$ cat src/rtl/memid_pkg.sv
package memid_pkg;

    typedef enum logic [1:0] {
        ST_BOOT,
        ST_BYTE,
        ST_GAP,
        ST_DONE
    } seq_state_e;

    typedef enum logic [2:0] {
        STEP_QEXIT,
        STEP_RSTEN,
        STEP_RST,
        STEP_RDID,
        STEP_QENTER,
        STEP_FIN
    } seq_step_e;

    typedef struct packed {
        logic [7:0] tx;
        logic       quad;
        logic       rd;
        logic       last;
    } byte_op_t;

    localparam logic [7:0] OP_RESET_ENABLE = 8'h66;
    localparam logic [7:0] OP_RESET        = 8'h99;
    localparam logic [7:0] OP_READ_ID      = 8'h9F;
    localparam int         ID_BYTES        = 3;

    function automatic logic [31:0] ns_to_cycles(input logic [31:0] ns, input logic [31:0] mhz);
        logic [31:0] prod;
        prod = (ns * mhz + 32'd999) / 32'd1000;
        if (prod == 32'd0) prod = 32'd1;
        return prod;
    endfunction

    function automatic logic [31:0] us_to_cycles(input logic [31:0] us, input logic [31:0] mhz);
        logic [31:0] prod;
        prod = us * mhz;
        if (prod == 32'd0) prod = 32'd1;
        return prod;
    endfunction

    function automatic logic needs_long_idle(input logic [7:0] op);
        case (op)
            8'h06, 8'h20, 8'h52, 8'hD8, 8'h60,
            8'hC7, 8'h75, 8'hB0, 8'h7A, 8'h30: return 1'b1;
            default:                           return 1'b0;
        endcase
    endfunction

endpackage

$ cat src/rtl/memid_timing.sv
module memid_timing #(
    parameter int CLK_MHZ = 200,
    parameter int US_W    = 16,
    parameter int NS_W    = 16,
    parameter int CNT_W   = 32
) (
    input  logic [US_W-1:0]  rst_wait_us,
    input  logic [NS_W-1:0]  gap_ns,
    input  logic [NS_W-1:0]  long_gap_ns,
    output logic [CNT_W-1:0] gap_cyc,
    output logic [CNT_W-1:0] long_cyc,
    output logic [CNT_W-1:0] wait_cyc
);
    localparam logic [31:0] MHZ = 32'(CLK_MHZ);

    always_comb begin
        gap_cyc  = CNT_W'(memid_pkg::ns_to_cycles(32'(gap_ns), MHZ));
        long_cyc = CNT_W'(memid_pkg::ns_to_cycles(32'(long_gap_ns), MHZ));
        wait_cyc = CNT_W'(memid_pkg::us_to_cycles(32'(rst_wait_us), MHZ));
    end
endmodule

$ cat src/rtl/memid_gap_timer.sv
module memid_gap_timer #(
    parameter int CNT_W = 32
) (
    input  logic             clk,
    input  logic             rst,
    input  logic             load,
    input  logic [CNT_W-1:0] load_cycles,
    output logic             expired
);
    logic [CNT_W-1:0] remain_q;

    always_ff @(posedge clk) begin
        if (rst) begin
            remain_q <= '0;
        end else if (load) begin
            remain_q <= load_cycles - CNT_W'(1);
        end else if (remain_q != '0) begin
            remain_q <= remain_q - CNT_W'(1);
        end
    end

    assign expired = (remain_q == '0);
endmodule

$ cat src/rtl/memid_id_check.sv
module memid_id_check (
    input  logic        clk,
    input  logic        rst,
    input  logic        cap_en,
    input  logic [1:0]  cap_idx,
    input  logic [7:0]  rx_byte,
    input  logic [7:0]  exp_mfr,
    input  logic [7:0]  exp_type,
    input  logic [15:0] exp_density,
    output logic        match_now
);
    localparam int HELD = memid_pkg::ID_BYTES - 1;

    logic [7:0] held_q [HELD];

    for (genvar g = 0; g < HELD; g++) begin : g_hold
        always_ff @(posedge clk) begin
            if (rst) begin
                held_q[g] <= '0;
            end else if (cap_en && (cap_idx == 2'(g))) begin
                held_q[g] <= rx_byte;
            end
        end
    end

    logic mfr_ok, type_ok, dens_ok;
    always_comb begin
        mfr_ok    = (held_q[0] == exp_mfr);
        type_ok   = (held_q[1] == exp_type);
        dens_ok   = ((rx_byte & exp_density[15:8]) == exp_density[7:0]);
        match_now = mfr_ok && type_ok && dens_ok;
    end
endmodule

$ cat src/rtl/spi_mem_bringup.sv
module spi_mem_bringup #(
    parameter int CLK_MHZ = 200,
    parameter int US_W    = 16,
    parameter int NS_W    = 16,
    parameter int CNT_W   = 32
) (
    input  logic            clk,
    input  logic            rst,
    input  logic            cfg_is_ram,
    input  logic            cfg_qpi_en,
    input  logic [7:0]      cfg_mfr_id,
    input  logic [7:0]      cfg_dev_type,
    input  logic [15:0]     cfg_density,
    input  logic [US_W-1:0] cfg_rst_wait_us,
    input  logic [NS_W-1:0] cfg_cs_gap_ns,
    input  logic [NS_W-1:0] cfg_cs_long_gap_ns,
    input  logic [7:0]      cfg_qpi_enter_op,
    input  logic [7:0]      cfg_qpi_exit_op,
    output logic            byte_req,
    output logic [7:0]      byte_tx,
    output logic            byte_quad,
    output logic            byte_rd,
    output logic            byte_last,
    input  logic            byte_ack,
    input  logic [7:0]      byte_rx,
    output logic            qpi_mode,
    output logic            id_match,
    output logic            id_error,
    output logic            seq_done
);
    import memid_pkg::*;

    localparam logic [1:0] RDID_LAST = 2'(ID_BYTES);

    seq_state_e state_q;
    seq_step_e  step_q, step_nx;
    logic [1:0] bidx_q;
    logic       qpi_q, match_q, error_q;

    logic [CNT_W-1:0] gap_cyc, long_cyc, wait_cyc, gap_sel;
    logic             tmr_load, tmr_expired;
    logic             id_cap, id_match_now;
    logic             accept;
    logic [7:0]       op_first;
    byte_op_t         cur;

    memid_timing #(
        .CLK_MHZ(CLK_MHZ), .US_W(US_W), .NS_W(NS_W), .CNT_W(CNT_W)
    ) u_timing (
        .rst_wait_us (cfg_rst_wait_us),
        .gap_ns      (cfg_cs_gap_ns),
        .long_gap_ns (cfg_cs_long_gap_ns),
        .gap_cyc     (gap_cyc),
        .long_cyc    (long_cyc),
        .wait_cyc    (wait_cyc)
    );

    memid_gap_timer #(.CNT_W(CNT_W)) u_timer (
        .clk         (clk),
        .rst         (rst),
        .load        (tmr_load),
        .load_cycles (gap_sel),
        .expired     (tmr_expired)
    );

    memid_id_check u_idchk (
        .clk         (clk),
        .rst         (rst),
        .cap_en      (id_cap),
        .cap_idx     (bidx_q - 2'd1),
        .rx_byte     (byte_rx),
        .exp_mfr     (cfg_mfr_id),
        .exp_type    (cfg_dev_type),
        .exp_density (cfg_density),
        .match_now   (id_match_now)
    );

    // Opcode of the instruction in progress
    always_comb begin
        case (step_q)
            STEP_QEXIT:  op_first = cfg_qpi_exit_op;
            STEP_RSTEN:  op_first = OP_RESET_ENABLE;
            STEP_RST:    op_first = OP_RESET;
            STEP_RDID:   op_first = OP_READ_ID;
            STEP_QENTER: op_first = cfg_qpi_enter_op;
            default:     op_first = 8'h00;
        endcase
    end

    // Byte presented to the shifter
    always_comb begin
        cur.tx   = (bidx_q == 2'd0) ? op_first : 8'h00;
        cur.rd   = (step_q == STEP_RDID) && (bidx_q != 2'd0);
        cur.last = (step_q == STEP_RDID) ? (bidx_q == RDID_LAST) : 1'b1;
        cur.quad = (step_q == STEP_QEXIT) || qpi_q;
    end

    // Chip-select idle length after the current instruction
    always_comb begin
        gap_sel = gap_cyc;
        if (needs_long_idle(op_first) && !cfg_is_ram && (long_cyc > gap_sel)) begin
            gap_sel = long_cyc;
        end
        if ((step_q == STEP_RST) && (wait_cyc > gap_sel)) begin
            gap_sel = wait_cyc;
        end
    end

    always_comb begin
        case (step_q)
            STEP_QEXIT:  step_nx = STEP_RSTEN;
            STEP_RSTEN:  step_nx = STEP_RST;
            STEP_RST:    step_nx = STEP_RDID;
            STEP_RDID:   step_nx = (cfg_qpi_en && id_match_now) ? STEP_QENTER : STEP_FIN;
            default:     step_nx = STEP_FIN;
        endcase
    end

    assign accept   = (state_q == ST_BYTE) && byte_ack;
    assign tmr_load = accept && cur.last;
    assign id_cap   = accept && cur.rd && !cur.last;

    always_ff @(posedge clk) begin
        if (rst) begin
            state_q <= ST_BOOT;
            step_q  <= STEP_RSTEN;
            bidx_q  <= '0;
            qpi_q   <= 1'b0;
            match_q <= 1'b0;
            error_q <= 1'b0;
        end else begin
            case (state_q)
                ST_BOOT: begin
                    step_q  <= cfg_qpi_en ? STEP_QEXIT : STEP_RSTEN;
                    state_q <= ST_BYTE;
                end
                ST_BYTE: begin
                    if (byte_ack) begin
                        if (cur.last) begin
                            step_q  <= step_nx;
                            state_q <= ST_GAP;
                            bidx_q  <= '0;
                        end else begin
                            bidx_q <= bidx_q + 2'd1;
                        end
                        if (step_q == STEP_QENTER) qpi_q <= 1'b1;
                        if (step_q == STEP_QEXIT)  qpi_q <= 1'b0;
                        if (cur.rd && cur.last) begin
                            match_q <= id_match_now;
                            error_q <= !id_match_now;
                        end
                    end
                end
                ST_GAP: begin
                    if (tmr_expired) begin
                        state_q <= (step_q == STEP_FIN) ? ST_DONE : ST_BYTE;
                    end
                end
                default: state_q <= ST_DONE;
            endcase
        end
    end

    assign byte_req  = (state_q == ST_BYTE);
    assign byte_tx   = cur.tx;
    assign byte_quad = cur.quad;
    assign byte_rd   = cur.rd;
    assign byte_last = cur.last;
    assign qpi_mode  = qpi_q;
    assign id_match  = match_q;
    assign id_error  = error_q;
    assign seq_done  = (state_q == ST_DONE);
endmodule

$ cat config.mk
export PLATFORM = sky130hd
export DESIGN_NAME = spi_mem_bringup
export DESIGN_NICKNAME = d
export VERILOG_FILES = /design/src/rtl/memid_pkg.sv /design/src/rtl/memid_timing.sv /design/src/rtl/memid_gap_timer.sv /design/src/rtl/memid_id_check.sv /design/src/rtl/spi_mem_bringup.sv
export SDC_FILE = /design/constraint.sdc
export NUM_CORES = 1
export LEC_CHECK = 0
export BUFFER_PORTS_ARGS = -buffer_cell sky130_fd_sc_hd__buf_4
export CAP_MARGIN = 20
export CORE_MARGIN = 8
export CORE_UTILIZATION = 66
export DETAILED_ROUTE_END_ITERATION = 8
export PLACE_DENSITY = 0.86
export SLEW_MARGIN = 40
export SYNTH_ARGS = -nofsm -noshare
export SYNTH_HDL_FRONTEND = slang
export SYNTH_SLANG_ARGS = --single-unit
$ cat constraint.sdc
create_clock -name clk -period 34.9 [get_ports clk]
set_input_delay 1.745 -clock clk [delete_from_list [all_inputs] [get_ports clk]]
set_output_delay 1.745 -clock clk [all_outputs]
set_load 0.03 [all_outputs]
-- After elaboration in Yosys (flattened, before gate mapping)
Memory sizes are Yosys's and may differ from the RTL's.
Cells that the tools add are included.
- bitwise logic cells: 3
- reduce and logical (&&, ||, !) cells: 37
- eq/ne operators: 26
- multipliers: 3
- divide/modulo/power cells: 2
- order comparisons: 2
- $add $sub $neg: 6
- muxes and demuxes: 35
- shift operators: 0
- operators with widths (cell ; count):
    32-bit two-way mux ; 6
    32-bit zero test ; 3
    32-bit by 10-bit divider with 32-bit output, second input constant ; 2
    32-bit greater-than comparator ; 2
    32-bit by 1-bit subtractor with 32-bit output, second input constant ; 2
    16-bit by 5-bit multiplier with 21-bit output, second input constant ; 3
    24-bit by 10-bit adder with 25-bit output, second input constant ; 2
    8-bit case mux with 5 select lines ; 1
    8-bit by 7-bit equality test with 1-bit output, second input constant ; 4
    32-bit nonzero test ; 1
    8-bit equality test ; 3
    8-bit equality test, second input constant ; 3
    24-bit zero test ; 1
    24-bit two-way mux ; 1
    8-bit two-way mux ; 3
    8-bit by 6-bit equality test with 1-bit output, second input constant ; 2
    1-bit logical AND ; 14
    1-bit two-way mux ; 14
    3-bit case mux with 4 select lines ; 1
    3-bit AND reduction ; 4
    2-bit two-way mux ; 5
    10-bit OR reduction ; 1
    8-bit AND ; 1
    8-bit by 3-bit equality test with 1-bit output, second input constant ; 1
    19 further kinds ; 34
- register bits after elaboration: 42
- memory bits (writable): 16
- input port bits: 109
- latch bits: 0
- output and inout port bits: 16
- bits in read-only memories: 0
- memories kept: 1
- memory list (name ; depth ; width ; rd ports ; clocked after Yosys merged registers in ; write ports ; RTL line ; text):
    u_idchk.held_q ; 2 ; 8 ; 2 ; 0 ; 2 ; memid_id_check.sv:14 ; logic [7:0] held_q [HELD];

-- Longest topological paths before layout
- depth after elaboration: 13
- gate-level depth with buffers: 96
- mapped depth without buffers: 84

-- By module
From an unflattened synthesis, not the netlist that was laid out.
- cells, all modules: 2986
- area total of the unflattened synthesis: 22004.9 µm²
- modules (own cells, without submodules) (module ; cells each ; seq. area each (µm²) ; instances ; area an instance (µm²)):
    memid_timing ; 2076 ; 0.0 ; 1 ; 14665.3
    spi_mem_bringup ; 560 ; 200.2 ; 1 ; 4036.4
    memid_gap_timer ; 272 ; 640.6 ; 1 ; 2389.8
    memid_id_check ; 78 ; 480.5 ; 1 ; 913.4

-- Least setup slack after synthesis
OpenSTA, ideal clock, no wires.
- path kind: input to register
- start: input port cfg_cs_gap_ns[6]
- end: register u_timer.remain_q[26]
- data required time: 34.784 ns
- path slack: 15.529 ns
- setup time: 0.116 ns
- stages: 84
- arrival time: 19.255 ns
- cells stage by stage: ha_1 ha_1 inv_1 fa_1 inv_1 ha_1 clkbuf_4 a2111o_1 a2bb2oi_1 o311a_1 buf_4 and3_1 buf_6 nand3_1 mux2i_1 o311ai_2 a31oi_2 o31ai_2 [48 not listed] clkbuf_1 clkbuf_1 o21ai_0 ha_1 nand2_1 nor4_1 nand2_1 or4_4 a21oi_2 o211ai_2 buf_6 a21o_1 o21ai_0 ha_1 nand4_4 nor4b_4 nand2_1 a41o_1
- cells in the longest elaborated chain, start to end: 13
- RTL lines (what ; RTL line ; text):
    start: declaration ; spi_mem_bringup.sv:15 ; input logic [NS_W-1:0] cfg_cs_gap_ns,
    16-bit by 5-bit multiplier with 21-bit output (*) ; memid_pkg.sv:33 ; prod = (ns * mhz + 32'd999) / 32'd1000;
    24-bit by 10-bit adder with 25-bit output (*) ; memid_pkg.sv:33 ;
    32-bit by 10-bit divider with 32-bit output (*) ; memid_pkg.sv:33 ;
    32-bit zero test ; memid_pkg.sv:34 ; if (prod == 32'd0) prod = 32'd1;
    32-bit two-way mux (*) ; memid_pkg.sv:34 ;
    32-bit greater-than comparator ; spi_mem_bringup.sv:101 ; if (needs_long_idle(op_first) && !cfg_is_ram && (long_cyc > gap_sel)) begin
    1-bit logical AND ; spi_mem_bringup.sv:101 ;
    32-bit two-way mux (*) ; spi_mem_bringup.sv:101 ;
    32-bit greater-than comparator ; spi_mem_bringup.sv:104 ; if ((step_q == STEP_RST) && (wait_cyc > gap_sel)) begin
    1-bit logical AND ; spi_mem_bringup.sv:104 ;
    32-bit two-way mux (*) ; spi_mem_bringup.sv:104 ;
    32-bit by 1-bit subtractor with 32-bit output (*) ; memid_gap_timer.sv:16 ; remain_q <= load_cycles - CNT_W'(1);
    32-bit two-way mux (*) ; memid_gap_timer.sv:15 ; end else if (load) begin
    end signal: assignment ; memid_gap_timer.sv:16 ;
    end signal: assignment ; memid_gap_timer.sv:18 ; remain_q <= remain_q - CNT_W'(1);
    end: declaration ; memid_gap_timer.sv:10 ; logic [CNT_W-1:0] remain_q;
Mark *: on every way between the ends. The rest lies on a longest branch, timed or not.
A chain may end at the register's enable or synchronous reset.

-- Worst setup path after layout
- start: input port cfg_cs_long_gap_ns[1]
- end: register u_timer.remain_q[23]
- cells in the longest elaborated chain, start to end: 13
- RTL lines (what ; RTL line ; text):
    start: declaration ; spi_mem_bringup.sv:16 ; input logic [NS_W-1:0] cfg_cs_long_gap_ns,
    16-bit by 5-bit multiplier with 21-bit output (*) ; memid_pkg.sv:33 ;
    24-bit by 10-bit adder with 25-bit output (*) ; memid_pkg.sv:33 ;
    32-bit by 10-bit divider with 32-bit output (*) ; memid_pkg.sv:33 ;
    32-bit zero test ; memid_pkg.sv:34 ;
    32-bit two-way mux (*) ; memid_pkg.sv:34 ;
    32-bit greater-than comparator ; spi_mem_bringup.sv:101 ;
    1-bit logical AND ; spi_mem_bringup.sv:101 ;
    32-bit two-way mux (*) ; spi_mem_bringup.sv:101 ;
    32-bit greater-than comparator ; spi_mem_bringup.sv:104 ;
    1-bit logical AND ; spi_mem_bringup.sv:104 ;
    32-bit two-way mux (*) ; spi_mem_bringup.sv:104 ;
    32-bit by 1-bit subtractor with 32-bit output (*) ; memid_gap_timer.sv:16 ;
    32-bit two-way mux (*) ; memid_gap_timer.sv:15 ;
Marks and branches as above.

==> summary.txt <==
Clock network
  – Hold_buf cts: 0
  – Total clock sinks: 58
  – H-tree Lvls: 3
  – Setup Buffers After CTS: 0
  – Inserted Clock Buffers: 9
  – TritonCTS clock tree: done
  – Clock root cell: clkbuf_16
  – Post-CTS sizing: 0
  – Clk buf depth: 2
  – Skew-Pair Late Insertion Delay: 0.34 ns
  – Clk pin slew, worst setup/hold paths: 0.05 ns

Worst setup path
  – Worst stage delay on the critical path: 0.74 ns
  – Crit end category: flip-flop
  – Critical Setup Path Class: input port to flip-flop
  – Slowest cell on crit path: nor4bb_2
  – Max FO, Critical Path: 25
  – CP Data Required Time: 35.13 ns
  – WP buf/inv: 6
  – R2R Setup Slk: 27.25 ns
  – CP most frequent cell: ha_1
  – Critical Path AT: 24.02 ns
  – Setup crit start kind: input port
  – Delay-heaviest family, CP: compound AO/OA/AOI/OAI gates

STA
  – Tmin final: 23.79 ns
  – Worst setup margin: 11.11 ns
  – Pins Over Slew Limit: 0
  – Worst slew margin: 42.0%
  – Fmax: 42.0 MHz
  – Final TNS setup: 0 ns
  – Final critical-path share of the clock period: 68.2%
  – Final clock skew: 0.00513 ns
  – Final Hold Viols: 0
  – Tightest Pin Transition: 0.868 ns
  – Hold WS: 0.483 ns
  – Unrepaired setup endpoints after global routing: no
  – Finish-stage setup viols: 0

Place
  – Gp weighted congestion: 1.01
  – DP HPWL: 47400 um
  – Pre-CTS setup slack: 11.34 ns
  – IO Port Bufs: 124

Global route
  – Antenna violations before repair: 0
  – Largest net degree at the start of global routing: 41
  – First-pass GRT wire length: 97700 um
  – Number of global-route vias before repair: 20500
  – Tot GR Track Use: 30.6%
  – Grt ovf: 0

Yosys
  – Synth Warn #: 0
  – Synth Register Bits: 58
  – List of most frequent post-synthesis cells: nor2_1 (218), inv_1 (215), ha_1 (200), nand2_1 (193), a21oi_1 (166)
  – Synthesized instance count: 2732
  – Seq/Total Area, Yosys: 6.56%
  – Number of synthesized flops with an enable pin: 16
  – Synthesized area: 20100 um^2
  – Synth async-reset ratio: 0%
  – Share of the synthesized area in the top cell type: 12.4%
  – Area leader, netlist: ha_1
  – Syn Area/Cell: 7.37 um^2
  – Largest cells by area after synthesis: ha_1 (12%), xnor2_1 (5.0%), dfxtp_1 (4.2%), a21oi_1 (4.1%), nor2_1 (4.1%)
  – Most common cell in the netlist: nor2_1
  – Prevailing post-synth register cell: dfxtp_1
  – Synth cell types: 147

Detailed routing
  – WL/cell: 18.6 um
  – Total Wirelength: 59100 um
  – DRT antenna net count: 0
  – 1st-iter DRT viols: 2162
  – # DRC: 0
  – Vias after detailed routing: 22160
  – DRT Pass-1 Iters: 8
  – Vias/cell: 6.96

Floorplanning
  – Initial core utilization: 66.4%
  – Die height: 191 um
  – # IOs: 125
  – Placeable Area: 30300 um^2
  – Chip width: 191 um
  – FP Rows: 64
  – Full die area: 36400 um^2

Final layout
  – Fin nets: 3123
  – P&R area growth vs syn: 6.36%
  – Layout cells sized above 1: 12.0%
  – Diode count: 0
  – Sequential cell area: 1320 um^2
  – FILL cells: 2493
  – Multi-input gate area in the final layout: 17500 um^2

Flow run
  – Max Cap Violations: 0

Status
  – Status: completed

Min path
  – Worst hold path class: flip-flop to flip-flop
per-stage QoR:
| stage | utilization (%) | cell area (um^2) | std cells |
|---|---|---|---|
| after detailed placement | 69.5 | 21100 | 3166 |
| after global routing | 70.6 | 21400 | 3182 |
| after CTS | 70.4 | 21400 | 3182 |
| after global placement | 69.4 | 21100 | 3165 |
| final | 70.6 | 21400 | 3182 |
| after floorplan | - | 20100 | 2733 |
worst register-to-register path, delay by kind of cell, from the launching register on:
kind	cells	cell delay, ns
fa+ha+maj	1	0.17
compound gates	8	2.21
simple gates	10	3.49
buf+inv	2	0.71
mux	1	0.34
flops	1	0.63
cell type report:
class / count / share of cell area, %
Clock inverter: 2 / 0.0467
Sequential cell: 58 / 6.17
Timing Repair Buffer: 132 / 4.62
Tap cell: 396 / 2.31
Clock buffer: 14 / 1.33
Inverter: 227 / 4.01
Multi-Input combinational cell: 2353 / 81.5
cell usage in the layout, fill, tap and decap left out, types with 33 or more instances in the layout:
master,count
a21o_1,51
nor4_1,43
xnor2_1,114
nand2_1,193
inv_1,215
or3_1,34
nand4_1,44
o21ai_0,102
xor2_1,64
a21oi_1,165
and3_1,42
a211oi_1,45
a31oi_1,49
and2_1,53
fa_1,33
buf_4,131
nand3_1,97
o211ai_1,49
nor2_1,216
dfxtp_1,42
ha_1,200
nor3_1,89
layer usage:
layer	track usage (%)	wire [um]	vias to the layer above
li1	-	-	10459
met1	38.9	24600	10364
met2	54.0	28200	1155
met3	2.69	4530	182
met4	9.64	1690	0
met5	0	0	-
final timing paths:
check                               startpoint                                end  depth (start not counted)
max                      cfg_cs_long_gap_ns[1]  u_timer.remain_q[23]$_SDFFE_PP0P_                         77
min          u_timer.remain_q[30]$_SDFFE_PP0P_  u_timer.remain_q[30]$_SDFFE_PP0P_                          2
max reg2reg             step_q[1]$_SDFFE_PP0P_  u_timer.remain_q[23]$_SDFFE_PP0P_                         22
min reg2reg  u_timer.remain_q[30]$_SDFFE_PP0P_  u_timer.remain_q[30]$_SDFFE_PP0P_                          2
state kept, by name, summed over array words and instances (netlist names):
register          flops
u_timer.remain_q     32
state_q               2
id_error              1
qpi_mode              1
step_q                3
id_match              1
bidx_q                2
u_idchk.held_q       16
logic make-up after synthesis:
group,count (synthesis),synth area share (%)
buf+inv,322,7.10
simple gates,983,25.9
mux,43,2.26
xor+xnor,189,8.63
other cells,2,0.0373
fa+ha+maj,237,15.9
flops,58,6.56
compound gates,898,33.6
Power is left out: the tool's default activity adds up to more than one toggle a clock period on the data nets, which glitch-free logic cannot reach.
